===== src/rtl/cad_pkg.sv =====
package cad_pkg;
    typedef enum logic {
        ST_ASLEEP = 1'b0,
        ST_AWAKE  = 1'b1
    } cad_state_e;
endpackage


===== src/rtl/cad_sync.sv =====
module cad_sync (
    input  logic clk_i,
    input  logic rst_ni,
    input  logic async_i,
    output logic rise_o
);
    typedef struct packed {
        logic [2:0] pipe;
    } sync_t;

    sync_t st_d, st_q;

    always_comb begin
        st_d      = st_q;
        st_d.pipe = {st_q.pipe[1:0], async_i};
    end

    always_ff @(posedge clk_i or negedge rst_ni) begin
        if (!rst_ni) st_q <= '0;
        else         st_q <= st_d;
    end

    // stages 0 and 1 resolve metastability, stage 2 is history for the edge
    assign rise_o = st_q.pipe[1] & ~st_q.pipe[2];

    p_single_pulse_r3: assert property (@(posedge clk_i) disable iff (!rst_ni)
        rise_o |=> !rise_o);
endmodule


===== src/rtl/cad_rate_meter.sv =====
module cad_rate_meter #(
    parameter int WIN_LEN = 64,
    localparam int SUM_W  = $clog2(WIN_LEN + 1),
    localparam int WIN_W  = $clog2(WIN_LEN)
) (
    input  logic             clk_i,
    input  logic             rst_ni,
    input  logic             rise_i,
    output logic             done_o,
    output logic [SUM_W-1:0] sum_o
);
    localparam logic [SUM_W-1:0] SUM_MAX  = SUM_W'(WIN_LEN);
    localparam logic [WIN_W-1:0] WIN_LAST = WIN_W'(WIN_LEN - 1);

    typedef struct packed {
        logic [WIN_W-1:0] win;
        logic [SUM_W-1:0] edges;
        logic             done;
        logic [SUM_W-1:0] sum;
    } meter_t;

    meter_t st_d, st_q;
    logic [SUM_W-1:0] tally;

    always_comb begin
        st_d  = st_q;
        tally = (rise_i && st_q.edges != SUM_MAX) ? st_q.edges + 1'b1 : st_q.edges;
        st_d.done = (st_q.win == WIN_LAST);
        if (st_q.win == WIN_LAST) begin
            st_d.win   = '0;
            st_d.edges = '0;
            st_d.sum   = tally;  // closing-cycle edge folded in
        end else begin
            st_d.win   = st_q.win + 1'b1;
            st_d.edges = tally;
        end
    end

    always_ff @(posedge clk_i or negedge rst_ni) begin
        if (!rst_ni) st_q <= '0;
        else         st_q <= st_d;
    end

    assign done_o = st_q.done;
    assign sum_o  = st_q.sum;

    // checker: spacing of window closes
    logic [SUM_W:0] gap_q;
    always_ff @(posedge clk_i or negedge rst_ni) begin
        if (!rst_ni)     gap_q <= '0;
        else if (done_o) gap_q <= 1;
        else             gap_q <= gap_q + 1'b1;
    end

    p_window_period_r3: assert property (@(posedge clk_i) disable iff (!rst_ni)
        done_o |-> gap_q == (SUM_W + 1)'(WIN_LEN));
    p_sum_bound_r3: assert property (@(posedge clk_i) disable iff (!rst_ni)
        sum_o <= SUM_MAX);
endmodule


===== src/rtl/cad_state.sv =====
module cad_state
    import cad_pkg::*;
#(
    parameter int WIN_LEN   = 64,
    parameter int WAKE_MIN  = 20,
    parameter int SLEEP_MAX = 5,
    parameter int WAKE_WINS = 3,
    localparam int SUM_W    = $clog2(WIN_LEN + 1),
    localparam int RUN_W    = $clog2(WAKE_WINS + 1)
) (
    input  logic             clk_i,
    input  logic             rst_ni,
    input  logic             done_i,
    input  logic [SUM_W-1:0] sum_i,
    output logic             active_o,
    output logic             oe_o
);
    localparam logic [RUN_W-1:0] RUN_GOAL = RUN_W'(WAKE_WINS);

    typedef struct packed {
        cad_state_e       state;
        logic [RUN_W-1:0] run;
        logic             oe;
    } ctl_t;

    ctl_t st_d, st_q;
    logic is_fast, is_slow;
    logic [RUN_W-1:0] run_inc;

    always_comb begin
        st_d    = st_q;
        is_fast = sum_i >= SUM_W'(WAKE_MIN);
        is_slow = sum_i <= SUM_W'(SLEEP_MAX);
        run_inc = (st_q.run == RUN_GOAL) ? st_q.run : st_q.run + 1'b1;
        if (done_i) begin
            if (is_fast) begin
                st_d.run = run_inc;
                if (run_inc == RUN_GOAL) st_d.state = ST_AWAKE;
            end else begin
                st_d.run = '0;
                if (is_slow) st_d.state = ST_ASLEEP;
            end
        end
        st_d.oe = (st_d.state == ST_AWAKE);
    end

    always_ff @(posedge clk_i or negedge rst_ni) begin
        if (!rst_ni) st_q <= '{state: ST_ASLEEP, run: '0, oe: 1'b0};
        else         st_q <= st_d;
    end

    assign active_o = (st_q.state == ST_AWAKE);
    assign oe_o     = st_q.oe;

    p_change_on_close_r8: assert property (@(posedge clk_i) disable iff (!rst_ni)
        (active_o != $past(active_o)) |-> $past(done_i));
    p_slow_sleeps_r6: assert property (@(posedge clk_i) disable iff (!rst_ni)
        (done_i && sum_i <= SUM_W'(SLEEP_MAX)) |=> !active_o);
    p_run_wakes_r4: assert property (@(posedge clk_i) disable iff (!rst_ni)
        (done_i && sum_i >= SUM_W'(WAKE_MIN) && st_q.run == RUN_GOAL - 1'b1) |=> active_o);
    p_mid_holds_r7: assert property (@(posedge clk_i) disable iff (!rst_ni)
        (done_i && sum_i > SUM_W'(SLEEP_MAX) && sum_i < SUM_W'(WAKE_MIN))
        |=> (active_o == $past(active_o)) && st_q.run == '0);
endmodule


===== src/rtl/clk_activity_detector.sv =====
module clk_activity_detector #(
    parameter int WIN_LEN   = 64,
    parameter int WAKE_MIN  = 20,
    parameter int SLEEP_MAX = 5,
    parameter int WAKE_WINS = 3
) (
    input  logic clk_i,
    input  logic rst_ni,
    input  logic bclk_i,
    output logic active_o,
    output logic data_oe_o
);
    localparam int SUM_W = $clog2(WIN_LEN + 1);

    logic             rise;
    logic             done;
    logic [SUM_W-1:0] sum;

    cad_sync u_sync (
        .clk_i   (clk_i),
        .rst_ni  (rst_ni),
        .async_i (bclk_i),
        .rise_o  (rise)
    );

    cad_rate_meter #(.WIN_LEN(WIN_LEN)) u_meter (
        .clk_i  (clk_i),
        .rst_ni (rst_ni),
        .rise_i (rise),
        .done_o (done),
        .sum_o  (sum)
    );

    cad_state #(
        .WIN_LEN   (WIN_LEN),
        .WAKE_MIN  (WAKE_MIN),
        .SLEEP_MAX (SLEEP_MAX),
        .WAKE_WINS (WAKE_WINS)
    ) u_state (
        .clk_i    (clk_i),
        .rst_ni   (rst_ni),
        .done_i   (done),
        .sum_i    (sum),
        .active_o (active_o),
        .oe_o     (data_oe_o)
    );

    p_oe_tracks_r2: assert property (@(posedge clk_i) disable iff (!rst_ni)
        data_oe_o == active_o);
    p_reset_asleep_r1: assert property (@(posedge clk_i)
        $rose(rst_ni) |-> !active_o && !data_oe_o);
endmodule


===== config.mk =====
export PLATFORM = sky130hd
export DESIGN_NAME = clk_activity_detector
export DESIGN_NICKNAME = d
export VERILOG_FILES = /design/src/rtl/cad_pkg.sv /design/src/rtl/cad_sync.sv /design/src/rtl/cad_rate_meter.sv /design/src/rtl/cad_state.sv /design/src/rtl/clk_activity_detector.sv
export SDC_FILE = /design/constraint.sdc
export NUM_CORES = 1
export LEC_CHECK = 0
export BUFFER_PORTS_ARGS = -buffer_cell sky130_fd_sc_hd__buf_2
export CORE_MARGIN = 10
export CORE_UTILIZATION = 35
export DETAILED_ROUTE_END_ITERATION = 12
export MAX_ROUTING_LAYER = met4
export PLACE_DENSITY = 0.56
export SLEW_MARGIN = 20
export SYNTH_ARGS = -nofsm -noshare
export SYNTH_HDL_FRONTEND = slang
export SYNTH_SLANG_ARGS = --single-unit

===== constraint.sdc =====
create_clock -name clk_i -period 2.9 [get_ports clk_i]
set_clock_uncertainty 0.15 [all_clocks]
set_input_delay 0 -clock clk_i [delete_from_list [all_inputs] [get_ports clk_i]]
set_output_delay 0 -clock clk_i [all_outputs]
set_load 0.02 [all_outputs]

# == Word level (Yosys, flattened, before mapping) ==
# Index checks and enable logic that the tools add are counted.
# op_classes
add_sub_neg,3
n_lt_le_gt_ge,2
muxes,6
n_reduce_logical,3
bitwise_logic,2
n_eq_ne,5
# ops
cell,count
$mux W13,1
$add A7 B1 Y7 const B,1
$ge A7 B5 Y1 const B,1
$le A7 B3 Y1 const B,1
$mux W7,1
$ne A7 B7 Y1 const B,1
$add A6 B1 Y6 const B,1
$eq A6 B6 Y1 const B,1
$eq A2 B2 Y1 const B,2
$mux W3,1
$reduce_and A3 Y1,1
$add A2 B1 Y2 const B,1
$mux W1,2
$mux W2,1
$ne A2 B2 Y1 const B,1
$reduce_bool A2 Y1,1
$and A1 B1 Y1,1
$logic_and A1 B1 Y1,1
$not A1 Y1,1
# totals
register_bits,27
out_inout_bits,2

# == Depth between registers and ports, before layout ==
# Gate-level depths: netlist (run 1).
# logic_depth
ltp_word,5
depth_mapped,6
mapped_depth_nobuf,6

# == Cells and area by module ==
# Synthesis (run 1) repeated with hierarchy kept, for this count alone.
# hier_totals
hier_cells,106
area_unflattened_um2,1237.4
# by_module_without_submodules
mod,cells_per_inst,n_inst,area_per_inst_um2
cad_rate_meter,85,1,974.7
cad_state,17,1,173.9
cad_sync,4,1,88.8

# == Worst setup path after synthesis (run 1) ==
# OpenSTA, ideal clock, no wires.
# synth_timing
path_type,register to register
from,register u_meter.st_q[8] (netlist name)
to,"register u_meter.st_q, in the netlist u_meter.sum_o[1]"
path_slack_ps,1393
setup_ps,125
path_stages_with_launch,7
arrival_ps,1232
required_ps,2625
path_buffers,0
path_cell_list,dfrtp_1 inv_1 ha_1 nand4bb_1 o31a_1 mux2i_1 a21oi_1
# synth_between
elab_chain_cells,3
elab_cells_between_ends,4
cone_classes,1 x add/sub; 1 x eq/ne; 1 x mux; 1 x reduce/logical
# synth_lines
item,line,source
from (decl),cad_rate_meter.sv:22,"meter_t st_d, st_q;"
from (signal assigned),cad_rate_meter.sv:41,else st_q <= st_d;
"parallel branches: the longest is 2 deep, another holds $add A7 B1 Y7",--,
$mux W7 *,cad_rate_meter.sv:27,tally = (rise_i && st_q.edges != SUM_MAX) ? st_q.edges + 1'b1 : st_q.edges;
# Every way passes the cells marked *.
# A chain may end at the register's enable or synchronous reset.

# == Final worst setup path (run 1) ==
# layout_timing
from,register u_meter.st_q[15] (netlist name)
to,"register u_meter.st_q, in the netlist u_meter.sum_o[1]"
# layout_between
elab_chain_cells,1
# layout_lines
item,line,source
$eq A6 B6 Y1,cad_rate_meter.sv:29,if (st_q.win == WIN_LAST) begin
# No other way between the ends.

==> results of run 1 <==
## cells in the mapped netlist
library cell   n  area (µm²)
xor2_1         2        17.5
buf_2          1        5.00
o31ai_1        1        7.51
o21a_1         1        7.51
a211oi_1       1        7.51
nand3_1        4        20.0
nor3_1         2        10.0
mux2i_1        1        10.0
o2111a_1       1        11.3
nor2_1        17        63.8
nand3b_1       1        7.51
nand4bb_1      1        11.3
nand2_1        8        30.0
xnor2_1        6        52.6
ha_1           3        37.5
nor2_2         1        6.26
dfrtp_1       26         651
inv_1          4        15.0
o31a_1         1        8.76
o21ai_0        1        5.00
nor2b_1        1        6.26
buf_4          2        15.0
nor3_2         1        10.0
mux2_2         1        11.3
o2bb2ai_1      1        8.76
a21oi_1       11        55.1
## logic make-up after synthesis
| family | Yosys count | share of synthesized area |
|---|---|---|
| simple gates | 36 | 0.151 |
| flops | 26 | 0.596 |
| compound gates | 18 | 0.102 |
| xor+xnor | 8 | 0.0642 |
| buf+inv | 7 | 0.0321 |
| fa+ha+maj | 3 | 0.0344 |
| mux | 2 | 0.0195 |
## flip-flops by register name (all words and copies together), names as in the netlist
signal            cells
u_meter.done_o        1
u_state.active_o      1
u_state.st_q          2
u_sync.st_q           3
u_meter.st_q         13
u_meter.sum_o         6
## metrics by stage
step	power, mW	setup slack (ns)	hold slack (ns)	std cells	cell area [µm²]
5_1_grt	0.853	0.899	0.0707	151	1220
3_5_place_dp	0.566	1.11	-0.120	145	1150
3_3_place_gp	0.562	1.21	-0.122	145	1150
2_1_floorplan	0.526	1.39	-0.446	100	1090
4_1_cts	0.812	1.07	0.0491	151	1220
6_report	0.800	1.10	0.0298	151	1220
## metal layers
layer	global-route usage	up-vias
met5	-	-
met1	0.0947	317
li1	-	350
met2	0.107	9
met3	0.0273	2
met4	0.0186	0
## cells in the final DEF, fill, tap and decap left out
master and n:
nand3_1 4, dlygate4sd3_1 2, o21a_1 1, xor2_1 2, xnor2_1 6, a211oi_1 1
nor2_1 17, bufinv_16 1, nor2b_1 1, clkbuf_4 3, nor3_2 1, o2111a_1 1
nor2_2 1, nand4bb_1 1, o2bb2ai_1 1, o31ai_1 1, buf_2 4, ha_1 3
a21oi_1 11, nand2_1 8, nor3_1 2, nand3b_1 1, mux2_2 1, o21ai_0 1
inv_1 4, mux2i_1 1, o31a_1 1, dfrtp_1 26
## final cells by class
type | count | share of cell area
clock inverters | 1 | 0.0246
well taps | 44 | 0.0452
repair buffers | 6 | 0.0329
flip-flops and latches | 26 | 0.534
multi-input cells | 67 | 0.333
inverters | 4 | 0.0123
clock buffers | 3 | 0.0185
## worst min-delay path by stage
stage                     startpoint                    endpoint  slack [ns]  cells past startpoint
after global routing          rst_ni  u_meter.st_q[12]$_DFF_PN0_        0.07                      2
after floorplan               rst_ni    u_meter.done_o$_DFF_PN0_       -0.45                      0
after global placement        rst_ni  u_meter.st_q[12]$_DFF_PN0_       -0.12                      1
after detailed placement      rst_ni  u_meter.st_q[14]$_DFF_PN0_       -0.12                      1
final                         rst_ni  u_meter.st_q[12]$_DFF_PN0_        0.03                      2
after CTS                     rst_ni  u_meter.st_q[14]$_DFF_PN0_        0.05                      2
## where the power goes
group	internal [mW]	switching, mW	total [mW]
clock network	0.140	0.103	0.243
registers	0.399	0.0392	0.438
logic	0.0505	0.0680	0.118
total	0.589	0.210	0.800
## what timing repair did
item                      4_1_cts  5_1_grt
hold endpoints to repair       27        0
hold buffers                    2        0
gates resized for setup         0        0
==> impl_metrics.env, run 1 <==
export IMPL_outcome="completed"
export IMPL_critPathMaxFanout=22
export IMPL_m1WireLength_um=856
export IMPL_clkTransAtPathRegs_ns=0.14
export IMPL_core_um2=3030
export IMPL_crit_family="simple AND/OR/NAND/NOR gates"
export IMPL_crit_chain="ha_1 > nand2_1 > nor2_2 > nor2_1 > a21oi_1"
export IMPL_crit_path_start_kind="register"
export IMPL_netlist_area_um2=1090
export IMPL_diodes=0
export IMPL_max_cap_violations=0
export IMPL_first_pass_iters=4
export IMPL_period_needed_ns=1.80
export IMPL_finalHoldViolations=0
export IMPL_cts_root_buffer="clkbuf_4"
export IMPL_clockBufferDepth=2
export IMPL_cts_tree="done"
export IMPL_rsz0062_at_grt="false"
export IMPL_setup_violations=0
export IMPL_cts_buffers=3
export IMPL_maxSlewViolCount=0
export IMPL_grt_pass1_wl_um=3180
export IMPL_nets=114
export IMPL_fin_crit_sh=0.620
export IMPL_ctsHtreeMaxLevel=1
export IMPL_die_h_um=75.8
export IMPL_startpoint="u_meter.st_q[15]$_DFF_PN0_"
export IMPL_required_ns=2.99
export IMPL_regToRegStartpoint="u_meter.st_q[15]$_DFF_PN0_"
export IMPL_numPortBuffers=4
export IMPL_wl_met2_um=697
export IMPL_tightestPinTransition_ns=0.743
export IMPL_leakagePower_nw=0.537
export IMPL_multiInputGateArea_um2=405
export IMPL_avgSynthCellArea_um2=10.9
export IMPL_via_per_inst=4.49
export IMPL_postSynthCellCount=100
export IMPL_synth_cell_types=26
export IMPL_critPathCapture="u_meter.sum_o[1]$_DFFE_PN0P_"
export IMPL_cpPeakStageDelay_ns=0.57
export IMPL_post_cts_setup_buffers=0
export IMPL_crit_arrival_ns=1.89
export IMPL_yosysWarnings=0
export IMPL_drc_errors=0
export IMPL_utilization=0.402
export IMPL_drtAntennaViolNets=0
export IMPL_max_slew_margin=0.504
export IMPL_ff2ff_setup_slack_ns=1.10
export IMPL_wl_met3_um=73
export IMPL_dr_total_vias=678
export IMPL_r2r_cells=5
export IMPL_rows=20
export IMPL_ios=5
export IMPL_die_w_um=75.8
export IMPL_area_growth_syn_to_layout_pct=11.7
export IMPL_clk_insertion_delay_late_ns=0.32
export IMPL_initial_utilization=0.360
export IMPL_cts_sinks=26
export IMPL_fin_tns_setup_ns=0
export IMPL_hp_class="input pin to async pin"
export IMPL_wire_per_inst_um=10.9
export IMPL_place_hpwl_um=1190
export IMPL_globalplace_congestion=0.751
export IMPL_fmaxAchievable_ghz=0.556
export IMPL_end_kind="register"
export IMPL_yosysSeqAreaShare=0.596
export IMPL_powerDensity_nw_per_um2=656
export IMPL_fillers=288
export IMPL_reg2reg_to="u_meter.sum_o[1]$_DFFE_PN0P_"
export IMPL_dieArea_um2=5750
export IMPL_routed_top_layer="met4"
export IMPL_worst_path_buf_inv=0
export IMPL_grt_antenna_before_repair=0
export IMPL_slowest_stage="nor2_2"
export IMPL_wl_um=1640
export IMPL_grt_max_degree=27
export IMPL_ff_latch_area_um2=651
export IMPL_drive_gt1_frac=0.103
export IMPL_irDropWorstVdd_uv=420
export IMPL_overflow=0
export IMPL_drtIter0Drc=21
export IMPL_grtUsageTotal=0.0736
export IMPL_crit_type="register to register"
export IMPL_grt_pass1_vias=704
export IMPL_ys_ff_latch=26
export IMPL_path_depth=5
export IMPL_synth_fp_nets=106
Power figures use the tool's default switching activity.
==> inputs of run 2 (changes only) <==
- PLACE_DENSITY: 0.56 -> 0.58
- clock period: 2.9 -> 1.5 ns (I/O delays scaled with it)
==> run 2 against run 1 <==
  * The run now ends with setup timing left
  * Cell count grew 4.6%
  * Clock power grew 12%
  * Total power grew 82%
  * Critical path depth grew 1
  * Via count grew 5.8%
  * First-iteration DRC count grew 29%
  * Global-route usage shrank 0.14 points
==> impl_metrics.env, run 2 (synthesis results as in run 1) <==
export IMPL_outcome="finished with violations"
export IMPL_violations="setup timing"
export IMPL_powerDensity_nw_per_um2=1130
export IMPL_cpPeakStageDelay_ns=0.39
export IMPL_drtAntennaViolNets=0
export IMPL_place_hpwl_um=1240
export IMPL_wire_per_inst_um=10.7
export IMPL_nets=122
export IMPL_reg2reg_to="u_meter.sum_o[1]$_DFFE_PN0P_"
export IMPL_grt_antenna_before_repair=0
export IMPL_grt_pass1_wl_um=3050
export IMPL_numPortBuffers=4
export IMPL_drtIter0Drc=27
export IMPL_fmaxAchievable_ghz=0.632
export IMPL_drive_gt1_frac=0.193
export IMPL_core_um2=3030
export IMPL_initial_utilization=0.360
export IMPL_regToRegStartpoint="u_meter.st_q[8]$_DFF_PN0_"
export IMPL_grtUsageTotal=0.0723
export IMPL_ios=5
export IMPL_startpoint="u_meter.st_q[8]$_DFF_PN0_"
export IMPL_crit_arrival_ns=1.63
export IMPL_fin_crit_sh=1.05
export IMPL_first_pass_iters=4
export IMPL_clk_insertion_delay_late_ns=0.31
export IMPL_setup_violations=3
export IMPL_period_needed_ns=1.58
export IMPL_via_per_inst=4.54
export IMPL_crit_family="flip-flops"
export IMPL_final_cells=158
export IMPL_finalInstanceArea_um2=1290
export IMPL_crit_type="register to register"
export IMPL_diodes=0
export IMPL_cts_tree="done"
export IMPL_clockBufferDepth=2
export IMPL_largest_reg_flops=13
export IMPL_grt_pass1_vias=728
export IMPL_crit_path_start_kind="register"
export IMPL_ff_latch_area_um2=651
export IMPL_die_w_um=75.8
export IMPL_rows=20
export IMPL_max_cap_violations=0
export IMPL_die_h_um=75.8
export IMPL_hp_class="input pin to async pin"
export IMPL_final_common_cell="dfrtp_1"
export IMPL_rsz0062_at_grt="true"
export IMPL_fillers=298
export IMPL_ff2ff_setup_slack_ns=-0.08
export IMPL_overflow=0
export IMPL_dieArea_um2=5750
export IMPL_cts_buffers=3
export IMPL_irDropWorstVdd_uv=573
export IMPL_critPathMaxFanout=2
export IMPL_drc_errors=0
export IMPL_multiInputGateArea_um2=433
export IMPL_tightestPinTransition_ns=0.566
export IMPL_slowest_stage="dfrtp_1"
export IMPL_postPlaceCellArea_um2=1210
export IMPL_crit_chain="inv_1 > ha_1 > nand4bb_1 > o31a_1 > mux2i_2 > a21oi_1"
export IMPL_regMostFlops="u_meter.st_q"
export IMPL_r2r_cells=6
export IMPL_leakagePower_nw=0.567
export IMPL_cts_sinks=26
export IMPL_area_growth_syn_to_layout_pct=18.1
export IMPL_end_kind="register"
export IMPL_ctsHtreeMaxLevel=1
export IMPL_clkTransAtPathRegs_ns=0.13
export IMPL_cts_root_buffer="clkbuf_4"
export IMPL_wl_um=1690
export IMPL_grt_max_degree=27
export IMPL_max_slew_margin=0.623
export IMPL_maxSlewViolCount=0
export IMPL_dp_cells=152
export IMPL_globalplace_congestion=0.769
export IMPL_final_cell_mix="26 x dfrtp_1, 17 x nor2_1, 10 x a21oi_1, 7 x nand2_1, 7 x buf_4"
export IMPL_finalHoldViolations=0
export IMPL_required_ns=1.54
export IMPL_dr_total_vias=717
export IMPL_top_regs="u_meter.st_q x13, u_meter.sum_o x6, u_sync.st_q x3"
export IMPL_worst_path_buf_inv=1
export IMPL_setup_ws_ns=-0.0820
[run 2: timing repair]
action                                  in CTS  in global routing
resized for setup                            2                  4
hold endpoints to repair                    27                  0
pin swaps                                    3                  4
hold buffers                                 2                  0
setup buffers                                0                  1
endpoints found under the setup margin       4                 11
[run 2: area by class of cell]
type / count / share of cell area
Clock buffer: 3 / 0.0175
Inverter: 4 / 0.0117
Multi-Input combinational cell: 67 / 0.336
Sequential cell: 26 / 0.505
Tap cell: 44 / 0.0427
Timing Repair Buffer: 14 / 0.0874
[run 2: worst reg2reg max path, delay by kind of cell, from the launching register on]
family	cells	cell delay [ns]
simple gates	1	0.13
buf+inv	1	0.06
flops	1	0.39
compound gates	2	0.39
mux	1	0.21
fa+ha+maj	1	0.14
[run 2: worst max path at each step]
stage | to | slack (ns) | depth (start not counted)
after floorplan | u_meter.sum_o[1]$_DFFE_PN0P_ | -0.007 | 6
after detailed placement | u_meter.sum_o[1]$_DFFE_PN0P_ | -0.09 | 6
after global placement | u_meter.sum_o[1]$_DFFE_PN0P_ | -0.003 | 6
after global routing | u_meter.sum_o[1]$_DFFE_PN0P_ | -0.21 | 6
final | u_meter.sum_o[1]$_DFFE_PN0P_ | -0.08 | 6
after CTS | u_meter.sum_o[1]$_DFFE_PN0P_ | -0.09 | 6
[run 2: power breakdown]
part           total, mW  switching (mW)  leakage, nW  internal [mW]
sequential         0.831          0.0597        0.334          0.771
combinational      0.355           0.184        0.219          0.172
clock              0.273           0.179       0.0138         0.0937
total               1.46           0.423        0.567           1.04
[run 2: metal layers]
metal	up-vias	track usage	part of all wire
li1	363	-	-
met3	2	0.0313	0.045
met5	-	-	0
met2	7	0.119	0.49
met4	0	0.0247	0.014
met1	345	0.0762	0.45
[run 2: metrics by stage]
stage | setup WS [ns] | TNS [ns] | power (mW) | util | hold slack [ns]
floorplan | -0.00701 | -0.00701 | 1.02 | - | -0.446
finish | -0.0820 | -0.132 | 1.46 | 0.426 | 0.0439
detailed placement | -0.0854 | -0.133 | 1.14 | 0.400 | -0.121
global placement | -0.00254 | -0.00254 | 1.14 | 0.400 | -0.127
CTS | -0.0928 | -0.158 | 1.45 | 0.416 | 0.0593
global route | -0.211 | -0.564 | 1.56 | 0.426 | 0.0769
==> inputs of run 3 (changes only) <==
- CORE_MARGIN: 10 -> 5
- CORE_UTILIZATION: 35 -> 40
- PLACE_DENSITY: 0.58 -> 0.64
==> run 3 against run 2 <==
  * The flow still finishes with violations (setup timing)
  * Largest cell class unchanged
  * Wire length is 0.12% higher
  * Combinational power fell by 4%
  * Total power down 0.84%
  * Count of clock-buffer cells in the layout is the same
  * Hold slack improved by 0.014 ns
  * Sequential cell count unchanged
==> impl_metrics.env, run 3 (synthesis results as in run 1) <==
export IMPL_outcome="finished with violations"
export IMPL_violations="setup timing"
export IMPL_top_usage_layer="met2"
export IMPL_dieArea_um2=3870
export IMPL_irDropWorstVdd_uv=822
export IMPL_regToRegStartpoint="u_meter.st_q[8]$_DFF_PN0_"
export IMPL_startpoint="u_meter.st_q[8]$_DFF_PN0_"
export IMPL_globalplace_congestion=0.821
export IMPL_period_needed_ns=1.59
export IMPL_power_total_mw=1.45
export IMPL_dr_total_vias=702
export IMPL_via_per_inst=4.88
export IMPL_first_pass_iters=4
export IMPL_rows=19
export IMPL_drtIter0Drc=10
export IMPL_initial_utilization=0.406
export IMPL_finalHoldViolations=0
export IMPL_grt_pass1_vias=715
export IMPL_drc_errors=0
export IMPL_place_hpwl_um=1270
export IMPL_hp_class="input pin to async pin"
export IMPL_required_ns=1.55
export IMPL_wire_per_inst_um=11.8
export IMPL_cts_sinks=26
export IMPL_regMostFlops="u_meter.st_q"
export IMPL_setup_violations=3
export IMPL_drive_gt1_frac=0.195
export IMPL_cts_buffers=3
export IMPL_maxSlewViolCount=0
export IMPL_crit_arrival_ns=1.64
export IMPL_clkTransAtPathRegs_ns=0.12
export IMPL_tightestPinTransition_ns=0.563
export IMPL_setup_ws_ns=-0.0859
export IMPL_fillers=257
export IMPL_drtAntennaViolNets=0
export IMPL_area_growth_syn_to_layout_pct=15.9
export IMPL_max_slew_margin=0.625
export IMPL_wl_um=1690
export IMPL_powerDensity_nw_per_um2=1140
export IMPL_grt_antenna_before_repair=0
export IMPL_numPortBuffers=4
export IMPL_diodes=0
export IMPL_max_cap_violations=0
export IMPL_clockBufferDepth=2
export IMPL_final_common_cell="dfrtp_1"
export IMPL_leakagePower_nw=0.560
export IMPL_holdWs_ns=0.0581
export IMPL_ff2ff_setup_slack_ns=-0.09
export IMPL_final_cell_mix="26 x dfrtp_1, 17 x nor2_1, 10 x a21oi_1, 7 x nand2_1"
export IMPL_grt_use_met3=0.0396
export IMPL_end_kind="register"
export IMPL_critPathMaxFanout=2
export IMPL_die_h_um=62.2
export IMPL_nets=121
export IMPL_fmaxAchievable_ghz=0.631
export IMPL_die_w_um=62.2
export IMPL_r2r_cells=6
export IMPL_top_regs="u_meter.st_q x13, u_meter.sum_o x6, u_sync.st_q x3"
export IMPL_grt_pass1_wl_um=3120
export IMPL_crit_type="register to register"
export IMPL_fin_crit_sh=1.06
export IMPL_cts_root_buffer="clkbuf_4"
export IMPL_rsz0062_at_grt="true"
export IMPL_multiInputGateArea_um2=442
export IMPL_overflow=0
export IMPL_grt_max_degree=27
export IMPL_crit_path_start_kind="register"
export IMPL_reg2reg_to="u_meter.sum_o[1]$_DFFE_PN0P_"
export IMPL_use_met2=0.142
export IMPL_grtUsageTotal=0.101
export IMPL_clk_insertion_delay_late_ns=0.30
export IMPL_ios=5
export IMPL_largest_reg_flops=13
export IMPL_grt_util_met1=0.135
export IMPL_ff_latch_area_um2=651
export IMPL_ctsHtreeMaxLevel=1
export IMPL_cts_tree="done"
export IMPL_core_um2=2690
==> run 3: changes by cell type in the layout (fill, tap and decap cells not counted), sizes merged <==
| cell | change |
|---|---|
| buf | -1 |
==> run 3: worst max path at each step <==
stage / end / slack [ns] / cells past startpoint
floorplan: u_meter.sum_o[1]$_DFFE_PN0P_ / -0.007 / 6
global placement: u_meter.sum_o[1]$_DFFE_PN0P_ / 0.003 / 6
detailed placement: u_meter.sum_o[1]$_DFFE_PN0P_ / -0.09 / 6
CTS: u_meter.sum_o[1]$_DFFE_PN0P_ / -0.11 / 6
global route: u_meter.sum_o[1]$_DFFE_PN0P_ / -0.19 / 6
finish: u_meter.sum_o[1]$_DFFE_PN0P_ / -0.09 / 6
==> run 3: report_power, final <==
part           internal [mW]  switching, mW  total (mW)  leakage (nW)
sequential             0.771         0.0607       0.832         0.334
clock                 0.0936          0.181       0.274        0.0138
combinational          0.164          0.177       0.341         0.213
total                   1.03          0.419        1.45         0.560
==> run 3: stage by stage <==
stage	setup TNS [ns]	util	instances	cell area, µm²	worst slack, ns
floorplan	-0.00701	-	100	1090	-0.00701
CTS	-0.173	0.455	143	1220	-0.106
global route	-0.604	0.471	144	1260	-0.193
global placement	0	0.437	138	1170	0.00269
detailed placement	-0.154	0.437	138	1170	-0.0852
finish	-0.147	0.471	144	1260	-0.0859
==> run 3: per-layer routing <==
layer  up-vias  wire length (µm)
met5         -                 0
met4         0                13
met3         2                43
met2         4               805
met1       334               830
li1        362                 -
==> run 3: critical path, stage by stage (launching register included) <==
cell and delay, ns:
dfrtp_1 0.40, inv_1 0.06, ha_1 0.15, nand4bb_1 0.13, o31a_1 0.29, mux2i_1 0.20, a21oi_1 0.09
==> run 3: repair_timing <==
| action | 4_1_cts | 5_1_grt |
|---|---|---|
| hold buffers | 2 | 0 |
| resized for setup | 1 | 7 |
| setup buffers | 0 | 1 |
| endpoints found under the setup margin | 4 | 16 |
| pin swaps | 0 | 6 |
| endpoints found under the hold margin | 27 | 0 |
==> run 3: layout make-up <==
class,instances,area share
Multi-Input combinational cell,67,0.349
Sequential cell,26,0.514
Clock buffer,3,0.0178
Timing Repair Buffer,13,0.0762
Tap cell,31,0.0307
Inverter,4,0.0119
